File: src/rtl/mod_lut_pkg.sv
package mod_lut_pkg;
  typedef enum logic {
    MODE_TABLE  = 1'b0,
    MODE_DIRECT = 1'b1
  } lut_mode_e;
endpackage

File: src/rtl/temp_index_scale.sv
module temp_index_scale #(
  parameter int TEMP_W = 8,
  parameter int DEPTH  = 45,
  localparam int IDX_W  = $clog2(DEPTH),
  localparam int PROD_W = TEMP_W + IDX_W + 1
) (
  input  logic              clk_i,
  input  logic              rst_ni,
  input  logic              temp_vld_i,
  input  logic [TEMP_W-1:0] temp_code_i,
  output logic [IDX_W-1:0]  idx_o
);
  localparam int FULL = (1 << TEMP_W) - 1;

  logic [PROD_W-1:0] prod, quot;

  always_comb begin
    prod = PROD_W'(temp_code_i) * PROD_W'(DEPTH);
    quot = prod / PROD_W'(FULL);
    // full-scale code lands one past the last entry
    if (quot > PROD_W'(DEPTH - 1)) idx_o = IDX_W'(DEPTH - 1);
    else                           idx_o = quot[IDX_W-1:0];
  end

  AST_IDX_CLAMP: assert property (@(posedge clk_i) disable iff (!rst_ni)
    (temp_vld_i && temp_code_i == TEMP_W'(FULL)) |-> idx_o == IDX_W'(DEPTH - 1));
  AST_IDX_RANGE: assert property (@(posedge clk_i) disable iff (!rst_ni)
    temp_vld_i |-> idx_o < IDX_W'(DEPTH));
  AST_IDX_ZERO: assert property (@(posedge clk_i) disable iff (!rst_ni)
    (temp_vld_i && temp_code_i == '0) |-> idx_o == '0);
endmodule

File: src/rtl/lut_table.sv
module lut_table #(
  parameter int DATA_W = 8,
  parameter int DEPTH  = 45,
  localparam int IDX_W = $clog2(DEPTH)
) (
  input  logic              clk_i,
  input  logic              rst_ni,
  input  logic              we_i,
  input  logic [IDX_W-1:0]  waddr_i,
  input  logic [DATA_W-1:0] wdata_i,
  input  logic [IDX_W-1:0]  lk_idx_i,
  output logic [DATA_W-1:0] lk_data_o,
  input  logic [IDX_W-1:0]  rd_idx_i,
  output logic [DATA_W-1:0] rd_data_o
);
  logic [DATA_W-1:0] mem_q [DEPTH];

  always_ff @(posedge clk_i or negedge rst_ni) begin
    if (!rst_ni) begin
      for (int i = 0; i < DEPTH; i++) mem_q[i] <= '0;
    end else if (we_i && (waddr_i < IDX_W'(DEPTH))) begin
      mem_q[waddr_i] <= wdata_i;
    end
  end

  always_comb begin
    lk_data_o = '0;
    rd_data_o = '0;
    if (lk_idx_i < IDX_W'(DEPTH)) lk_data_o = mem_q[lk_idx_i];
    if (rd_idx_i < IDX_W'(DEPTH)) rd_data_o = mem_q[rd_idx_i];
  end

  AST_TBL_WRITE: assert property (@(posedge clk_i) disable iff (!rst_ni)
    (we_i && waddr_i < IDX_W'(DEPTH)) |=> mem_q[$past(waddr_i)] == $past(wdata_i));
endmodule

File: src/rtl/mod_code_sel.sv
module mod_code_sel
  import mod_lut_pkg::*;
#(
  parameter int DATA_W = 8
) (
  input  logic              clk_i,
  input  logic              rst_ni,
  input  lut_mode_e         mode_i,
  input  logic              temp_vld_i,
  input  logic [DATA_W-1:0] lut_data_i,
  input  logic              dir_we_i,
  input  logic [DATA_W-1:0] dir_wdata_i,
  output logic [DATA_W-1:0] code_o
);
  always_ff @(posedge clk_i or negedge rst_ni) begin
    if (!rst_ni) begin
      code_o <= '0;
    end else if (mode_i == MODE_DIRECT) begin
      if (dir_we_i) code_o <= dir_wdata_i;
    end else if (temp_vld_i) begin
      code_o <= lut_data_i;
    end
  end

  AST_TABLE_LOAD: assert property (@(posedge clk_i) disable iff (!rst_ni)
    (mode_i == MODE_TABLE && temp_vld_i) |=> code_o == $past(lut_data_i));
  AST_DIRECT_LOAD: assert property (@(posedge clk_i) disable iff (!rst_ni)
    (mode_i == MODE_DIRECT && dir_we_i) |=> code_o == $past(dir_wdata_i));
  AST_DIRECT_NO_TEMP: assert property (@(posedge clk_i) disable iff (!rst_ni)
    (mode_i == MODE_DIRECT && !dir_we_i) |=> $stable(code_o));
  AST_TABLE_NO_DIR: assert property (@(posedge clk_i) disable iff (!rst_ni)
    (mode_i == MODE_TABLE && !temp_vld_i) |=> $stable(code_o));
endmodule

File: src/rtl/mod_lut_ctrl.sv
module mod_lut_ctrl
  import mod_lut_pkg::*;
#(
  parameter int DATA_W    = 8,
  parameter int TEMP_W    = 8,
  parameter int DEPTH     = 45,
  parameter int ADDR_W    = 6,
  parameter int DIR_ADDR  = 48,
  parameter int MODE_ADDR = 49
) (
  input  logic              clk_i,
  input  logic              rst_ni,
  input  logic              reg_we_i,
  input  logic [ADDR_W-1:0] reg_addr_i,
  input  logic [DATA_W-1:0] reg_wdata_i,
  output logic [DATA_W-1:0] reg_rdata_o,
  input  logic [TEMP_W-1:0] temp_code_i,
  input  logic              temp_vld_i,
  output logic [DATA_W-1:0] dac_code_o
);
  localparam int IDX_W = $clog2(DEPTH);

  logic              tbl_hit, dir_hit, mode_hit;
  logic              tbl_we, dir_we, mode_we;
  logic [IDX_W-1:0]  lk_idx;
  logic [DATA_W-1:0] lk_data, tbl_rd;
  logic [DATA_W-1:0] dir_q;
  lut_mode_e         mode_q;

  assign tbl_hit  = reg_addr_i < ADDR_W'(DEPTH);
  assign dir_hit  = reg_addr_i == ADDR_W'(DIR_ADDR);
  assign mode_hit = reg_addr_i == ADDR_W'(MODE_ADDR);
  assign tbl_we   = reg_we_i && tbl_hit;
  assign dir_we   = reg_we_i && dir_hit;
  assign mode_we  = reg_we_i && mode_hit;

  always_ff @(posedge clk_i or negedge rst_ni) begin
    if (!rst_ni) begin
      dir_q  <= '0;
      mode_q <= MODE_TABLE;
    end else begin
      if (dir_we)  dir_q  <= reg_wdata_i;
      if (mode_we) mode_q <= lut_mode_e'(reg_wdata_i[0]);
    end
  end

  always_comb begin
    reg_rdata_o = '0;
    if (tbl_hit)       reg_rdata_o = tbl_rd;
    else if (dir_hit)  reg_rdata_o = dir_q;
    else if (mode_hit) reg_rdata_o = DATA_W'(mode_q);
  end

  temp_index_scale #(.TEMP_W(TEMP_W), .DEPTH(DEPTH)) u_scale (
    .clk_i      (clk_i),
    .rst_ni     (rst_ni),
    .temp_vld_i (temp_vld_i),
    .temp_code_i(temp_code_i),
    .idx_o      (lk_idx)
  );

  lut_table #(.DATA_W(DATA_W), .DEPTH(DEPTH)) u_table (
    .clk_i    (clk_i),
    .rst_ni   (rst_ni),
    .we_i     (tbl_we),
    .waddr_i  (reg_addr_i[IDX_W-1:0]),
    .wdata_i  (reg_wdata_i),
    .lk_idx_i (lk_idx),
    .lk_data_o(lk_data),
    .rd_idx_i (reg_addr_i[IDX_W-1:0]),
    .rd_data_o(tbl_rd)
  );

  mod_code_sel #(.DATA_W(DATA_W)) u_sel (
    .clk_i      (clk_i),
    .rst_ni     (rst_ni),
    .mode_i     (mode_q),
    .temp_vld_i (temp_vld_i),
    .lut_data_i (lk_data),
    .dir_we_i   (dir_we),
    .dir_wdata_i(reg_wdata_i),
    .code_o     (dac_code_o)
  );

  AST_ENTER_DIRECT_HOLD: assert property (@(posedge clk_i) disable iff (!rst_ni)
    (mode_we && reg_wdata_i[0] && mode_q == MODE_TABLE && !temp_vld_i) |=> $stable(dac_code_o));
  AST_ENTER_TABLE_HOLD: assert property (@(posedge clk_i) disable iff (!rst_ni)
    (mode_we && !reg_wdata_i[0] && mode_q == MODE_DIRECT) |=> $stable(dac_code_o));
  AST_TBL_WR_HOLD: assert property (@(posedge clk_i) disable iff (!rst_ni)
    (tbl_we && !temp_vld_i && !dir_we) |=> $stable(dac_code_o));
  AST_DIR_STORE: assert property (@(posedge clk_i) disable iff (!rst_ni)
    dir_we |=> dir_q == $past(reg_wdata_i));
endmodule

File: config.mk
export PLATFORM = sky130hd
export DESIGN_NAME = mod_lut_ctrl
export DESIGN_NICKNAME = d
export VERILOG_FILES = /design/src/rtl/mod_lut_pkg.sv /design/src/rtl/temp_index_scale.sv /design/src/rtl/lut_table.sv /design/src/rtl/mod_code_sel.sv /design/src/rtl/mod_lut_ctrl.sv
export SDC_FILE = /design/constraint.sdc
export NUM_CORES = 1
export LEC_CHECK = 0
export BUFFER_PORTS_ARGS = -buffer_cell sky130_fd_sc_hd__buf_2
export CAP_MARGIN = 20
export CORE_UTILIZATION = 60
export DETAILED_ROUTE_END_ITERATION = 7
export PLACE_DENSITY = 0.77
export SKIP_CTS_REPAIR_TIMING = 1
export SLEW_MARGIN = 15
export SYNTH_ARGS = -nofsm -noshare
export SYNTH_HDL_FRONTEND = slang
export SYNTH_HIERARCHICAL = 1
export SYNTH_SLANG_ARGS = --single-unit
File: constraint.sdc
create_clock -name clk_i -period 5.3 [get_ports clk_i]
set_clock_uncertainty 0.2 [all_clocks]
set_input_delay 0.265 -clock clk_i [delete_from_list [all_inputs] [get_ports clk_i]]
set_output_delay 0.265 -clock clk_i [all_outputs]
set_load 0.02 [all_outputs]
==> results.py, run 1 <==
metrics = {
    "run_status": {
        "status": "finished with violations",
        "violations": "negative setup slack",
    },
    "timing": {
        "slew_headroom_pct": 23.28,
        "worstMarginPinSlew_ns": 1.147,
        "report.final.slew_viol_count": 0,
        "rsz0062_at_grt": "yes",
        "hold_viol_final": 0,
        "setup_viol": 8,
        "worst_slack_ns": -2.660,
        "fin_crit_sh_pct": 150.2,
        "max_freq_mhz": 125.6,
        "hold_ws_ns": 0.08922,
        "min_period_ns": 7.960,
    },
    "die": {
        "coreArea_um2": 37760,
        "start_util_pct": 61.13,
        "num_rows": 71,
        "die_height_um": 198.1,
        "die_w_um": 198.1,
        "num_io_pins": 42,
        "die_area_um2": 39250,
    },
    "global_route": {
        "grt_max_degree": 136,
        "grt_pass1_wl_um": 106900,
        "grt_util_all_layers_pct": 36.20,
        "antenna_found_initial": 2,
        "gr-total-overflow": 0,
        "first_global_vias": 17780,
    },
    "setup_path": {
        "cp.arrival_ns": 8.19,
        "worstSetupPathType": "primary input to flop",
        "rr_worst_depth": 7,
        "r2r-start": "u_table/mem_q[297]",
        "critPathRequiredTime_ns": 5.53,
        "cp_common_cell": "buf_4",
        "regToRegEndpoint": "u_sel/code_o[1]",
        "critPathLaunchType": "primary input",
        "cp_top_family": "compound AO/OA/AOI/OAI gates",
        "crit_buf_inv": 9,
        "rrSetupSlack_ns": 3.00,
        "endpoint_kind": "flop",
        "startpoint": "temp_code_i[2]",
        "max_stage_delay_ns": 0.58,
        "slowest_stage": "fa_2",
        "path_max_fanout": 11,
    },
    "power_and_ir_drop": {
        "leakage_nw": 12.65,
        "power_density_nw_per_um2": 657.1,
        "finalPower_mw": 18.22,
        "ir_worst_vdd_mv": 0.3903,
    },
    "finish": {
        "syn_to_final_growth_pct": 20.11,
        "nNetsFinal": 2100,
        "mostFrequentLayoutCells": "377 x dfrtp_1, 361 x mux2_2, 237 x buf_4",
        "drive_gt1_share_pct": 48.60,
        "final_common_cell": "dfrtp_1",
    },
    "min_path": {
        "hold_path_depth": 4,
        "hold_start": "reg_we_i",
        "hold_class": "primary input to flop",
        "whs_endpoint": "mode_q",
    },
    "yosys": {
        "synth_ff_type": "dfrtp_1",
        "synth_area_per_cell_um2": 12.78,
        "synth_seq_cells": 377,
        "synth_cell_types": 100,
        "ys_async_sr_fraction_pct": 100.0,
        "syn_area_um2": 23080,
        "synth_nets": 1868,
        "synth_edf_count": 0,
        "seq_area_frac_synth_pct": 40.88,
        "synth_warnings": 6,
        "synthCells": 1806,
    },
    "placed_design": {
        "dpl.hpwl_um": 47140,
        "place_ws_ns": -3.531,
        "gp_congestion": 0.9416,
        "port_buffers": 41,
    },
    "drt": {
        "drtAntennaViolNets": 0,
        "drt_iter0_drc": 1562,
        "drt_pass1_iterations": 6,
        "drc": 0,
        "routed_wl_um": 70440,
        "viasPerCell": 6.847,
        "via_count": 17690,
        "avgRoutedWirePerCell_um": 27.26,
    },
    "clock_tree": {
        "clkLatencyLatePin_ns": 0.58,
        "htreeDepth": 2,
        "clockRootBuffer": "clkbuf_16",
        "cts_tree": "yes",
        "clock_path_buffers": 3,
        "clk_pin_slew_ns": 0.06,
        "cts_buffers": 43,
        "clock_sinks": 377,
    },
    "run": {
        "timing.max_cap.violations": 0,
    },
}
tightest hold or removal path, delay by kind of cell:
family / cells / cell delay (ns)
buffers and inverters: 1 / 0.14
muxes: 1 / 0.21
and+or+nand+nor: 2 / 0.22
synth_stat cells, drive strengths merged (15+ instances only):
library cell  number  area [µm²]
a21oi             45       244.0
nand4             16       100.1
o21ai             31       166.4
clkbuf            58       220.2
mux4             120        2703
nor2              63       289.0
nor2b             15       93.84
buf               60       387.9
mux2i            166        1662
mux2             372        4219
ha                27       337.8
a22oi             33       247.7
dfrtp            377        9434
nand2            110       412.9
o211ai            21       172.7
nor3              21       147.6
inv               33       123.9
and2              17       106.4
a221oi            16       146.4
a22o              20       175.2
where the power goes:
group          switching, mW  internal [mW]
clock network           1.25           1.81
logic                   5.77           5.88
registers              0.293           3.22
total                   7.30           10.9
worst max path at each step:
stage | to | slack [ns] | cells after the start
after floorplan | u_sel/code_o[7] | -2.58 | 33
after global placement | u_sel/code_o[4] | -3.37 | 35
after detailed placement | u_sel/code_o[4] | -3.53 | 32
after CTS | u_sel/code_o[4] | -2.94 | 32
after global routing | u_sel/code_o[5] | -2.99 | 39
final | u_sel/code_o[4] | -2.66 | 37
state kept, by name, indices dropped and copies added, names as in the netlist:
signal,cells
mode_q,1
u_table/mem_q,360
dir_q,8
u_sel/code_o,8
routing by layer:
metal  up-vias  part of all wire [%]  GRT usage [%]
met3       190                   9.3          6.745
li1       7382                     -              -
met5         -                0.0099              0
met2       939                    46          56.08
met1      9179                    41          51.54
met4         2                   3.2          11.80
stage by stage:
step	cell area (µm²)	cells	util, %	TNS [ns]
global placement	25330	2453	67.09	-25.97
finish	27720	2584	73.42	-20.93
CTS	26790	2532	70.96	-22.91
global route	27720	2584	73.42	-23.41
detailed placement	25330	2453	67.09	-27.50
floorplan	23300	1806	-	-20.47
kinds of logic after synthesis:
family	synth area share, %
AO/OA/AOI/OAI	8.349
XOR/XNOR	0.9216
adder cells (fa/ha/maj)	2.288
buffers and inverters	3.188
flip-flops	40.88
multiplexers	37.19
AND/OR/NAND/NOR	7.184
layout make-up:
| class | count | area [µm²] |
|---|---|---|
| Multi-Input combinational cell | 1277 | 13590 |
| Fill cell | 2494 | 10030 |
| Sequential cell | 377 | 9434 |
| Timing Repair Buffer | 305 | 2461 |
| Clock buffer | 60 | 1261 |
| Tap cell | 511 | 639.4 |
| Clock inverter | 19 | 200.2 |
| Inverter | 34 | 130.1 |
| Antenna cell | 1 | 2.502 |
(Power assumes the default switching activity.)
==> run 2, diff against run 1 <==
--- a/config.mk
+++ b/config.mk
@@ -7,6 +7,7 @@
 export LEC_CHECK = 0
 export BUFFER_PORTS_ARGS = -buffer_cell sky130_fd_sc_hd__buf_2
 export CAP_MARGIN = 20
+export CORE_MARGIN = 3
 export CORE_UTILIZATION = 60
 export DETAILED_ROUTE_END_ITERATION = 7
 export PLACE_DENSITY = 0.77
==> constraint.sdc (replaced) <==
create_clock -name clk_i -period 5.3 [get_ports clk_i]
set_clock_uncertainty 0.2 [all_clocks]
set_input_delay 0.265 -clock clk_i [delete_from_list [all_inputs] [get_ports clk_i]]
set_output_delay 0.265 -clock clk_i [all_outputs]
set_load 0.05 [all_outputs]
==> run 2 against run 1 <==
  * Critical path depth rose by 4
  * The flow still finishes with violations (negative setup slack)
  * Maximum frequency fell by 0.39%
  * Die area rose by 4.1%
  * Combinational power barely moved
==> results.py, run 2 (synthesis gave the netlist of run 1 again) <==
metrics = {
    "run_status": {
        "status": "finished with violations",
        "violations": "negative setup slack",
    },
    "min_path": {
        "hold_start": "reg_we_i",
        "whs_endpoint": "mode_q",
        "hold_path_depth": 4,
        "hold_class": "primary input to flop",
    },
    "setup_path": {
        "critPathRequiredTime_ns": 5.54,
        "max_stage_delay_ns": 0.57,
        "regToRegEndpoint": "u_sel/code_o[5]",
        "r2r-start": "u_table/mem_q[301]",
        "cp_common_cell": "buf_4",
        "rrSetupSlack_ns": 2.95,
        "cp.arrival_ns": 8.23,
        "crit_buf_inv": 13,
        "critPathLaunchType": "primary input",
        "endpoint_kind": "flop",
        "slowest_stage": "fa_1",
        "rr_worst_depth": 7,
        "cp_top_family": "compound AO/OA/AOI/OAI gates",
        "worstSetupPathType": "primary input to flop",
        "path_max_fanout": 8,
    },
    "drt": {
        "drt_pass1_iterations": 5,
        "avgRoutedWirePerCell_um": 27.50,
        "drtAntennaViolNets": 0,
        "via_count": 17540,
        "routed_wl_um": 70270,
        "viasPerCell": 6.865,
        "drt_iter0_drc": 2075,
        "drc": 0,
    },
    "finish": {
        "final_common_cell": "dfrtp_1",
        "n_fill_cell": 2513,
        "final_cell_area_um2": 27500,
        "num_antenna_cells": 0,
        "biggestRegsByFlops": "u_table/mem_q x360, dir_q x8, u_sel/code_o x8",
        "regMostFlops": "u_table/mem_q",
        "mostFrequentLayoutCells": "377 x dfrtp_1, 361 x mux2_2, 207 x buf_4",
        "fin_cells": 2555,
        "largest_reg_flops": 360,
        "drive_gt1_share_pct": 47.95,
        "nNetsFinal": 2080,
        "syn_to_final_growth_pct": 19.15,
    },
    "die": {
        "die_w_um": 202.1,
        "die_area_um2": 40850,
        "start_util_pct": 61.13,
        "coreArea_um2": 37760,
        "num_io_pins": 42,
        "num_rows": 71,
        "die_height_um": 202.1,
    },
    "clock_tree": {
        "clkLatencyLatePin_ns": 0.58,
        "cts_tree": "yes",
        "clk_pin_slew_ns": 0.06,
        "htreeDepth": 2,
        "clock_sinks": 377,
        "clockRootBuffer": "clkbuf_16",
        "clock_path_buffers": 3,
        "cts_buffers": 42,
    },
    "run": {
        "timing.max_cap.violations": 0,
    },
    "global_route": {
        "first_global_vias": 17410,
        "grt_max_degree": 137,
        "grt_pass1_wl_um": 106200,
        "grt_util_all_layers_pct": 33.60,
        "gr-total-overflow": 0,
        "antenna_found_initial": 1,
    },
    "placed_design": {
        "gp_congestion": 0.9450,
        "port_buffers": 41,
        "dpl.hpwl_um": 47710,
        "dp.cells": 2442,
        "placed_cell_area_um2": 25250,
    },
    "timing": {
        "worstMarginPinSlew_ns": 1.185,
        "report.final.slew_viol_count": 0,
        "rsz0062_at_grt": "yes",
        "hold_viol_final": 0,
        "max_freq_mhz": 125.1,
        "min_period_ns": 7.991,
        "worst_slack_ns": -2.691,
        "fin_crit_sh_pct": 150.8,
        "setup_viol": 8,
        "slew_headroom_pct": 20.37,
    },
    "power_and_ir_drop": {
        "leakage_nw": 12.52,
        "ir_worst_vdd_mv": 0.5341,
        "power_density_nw_per_um2": 658.9,
    },
}
-- run 2: cell type report --
class	instances	area (µm²)	area share [%]
timing repair buffer	286	2402	8.736
clock buffer	59	1215	4.418
clock inverter	11	103.9	0.3777
inverter	34	130.1	0.4732
multi-input combinational	1277	13570	49.36
tap	511	639.4	2.325
sequential	377	9434	34.31
-- run 2: metrics by stage --
stage / total power [mW] / TNS, ns / hold WS [ns] / worst slack [ns] / util (%)
6_report: 18.12 / -20.67 / 0.08363 / -2.691 / 72.83
5_1_grt: 18.86 / -23.19 / 0.1162 / -2.979 / 72.83
4_1_cts: 16.32 / -22.65 / -0.3834 / -2.882 / 70.36
3_5_place_dp: 13.45 / -27.16 / 0.2221 / -3.462 / 66.87
3_3_place_gp: 13.33 / -26.05 / 0.2111 / -3.340 / 66.87
2_1_floorplan: 9.639 / -20.52 / -0.2306 / -2.583 / -
-- run 2: worst max-delay path by stage --
| stage | startpoint | cells after the start | to |
|---|---|---|---|
| floorplan | temp_code_i[4] | 33 | u_sel/code_o[7] |
| global placement | temp_code_i[3] | 33 | u_sel/code_o[2] |
| detailed placement | temp_code_i[3] | 34 | u_sel/code_o[2] |
| CTS | temp_code_i[3] | 34 | u_sel/code_o[2] |
| global route | temp_code_i[4] | 38 | u_sel/code_o[5] |
| finish | temp_code_i[4] | 41 | u_sel/code_o[5] |
-- run 2: where the power goes --
part	switching (mW)	internal (mW)	leakage (nW)	total [mW]
logic	5.84	5.94	6.80	11.8
registers	0.294	3.22	5.07	3.51
clock network	1.22	1.60	0.647	2.83
total	7.35	10.8	12.5	18.1
-- run 2: worst reg2reg max path, stage by stage, from the launching register on --
cell      delay (ns)
dfrtp_1         0.39
mux4_2          0.47
mux2_4          0.31
a221oi_4        0.31
buf_6           0.17
o22ai_1         0.08
mux2i_1         0.18
mux2i_1         0.09
-- run 2: layer usage --
layer	up-vias	wire (µm)	GRT usage, %
met5	-	0	0
met4	0	2308	10.94
met3	164	7221	8.520
met2	967	32000	50.57
met1	9083	28750	48.44
li1	7326	-	-
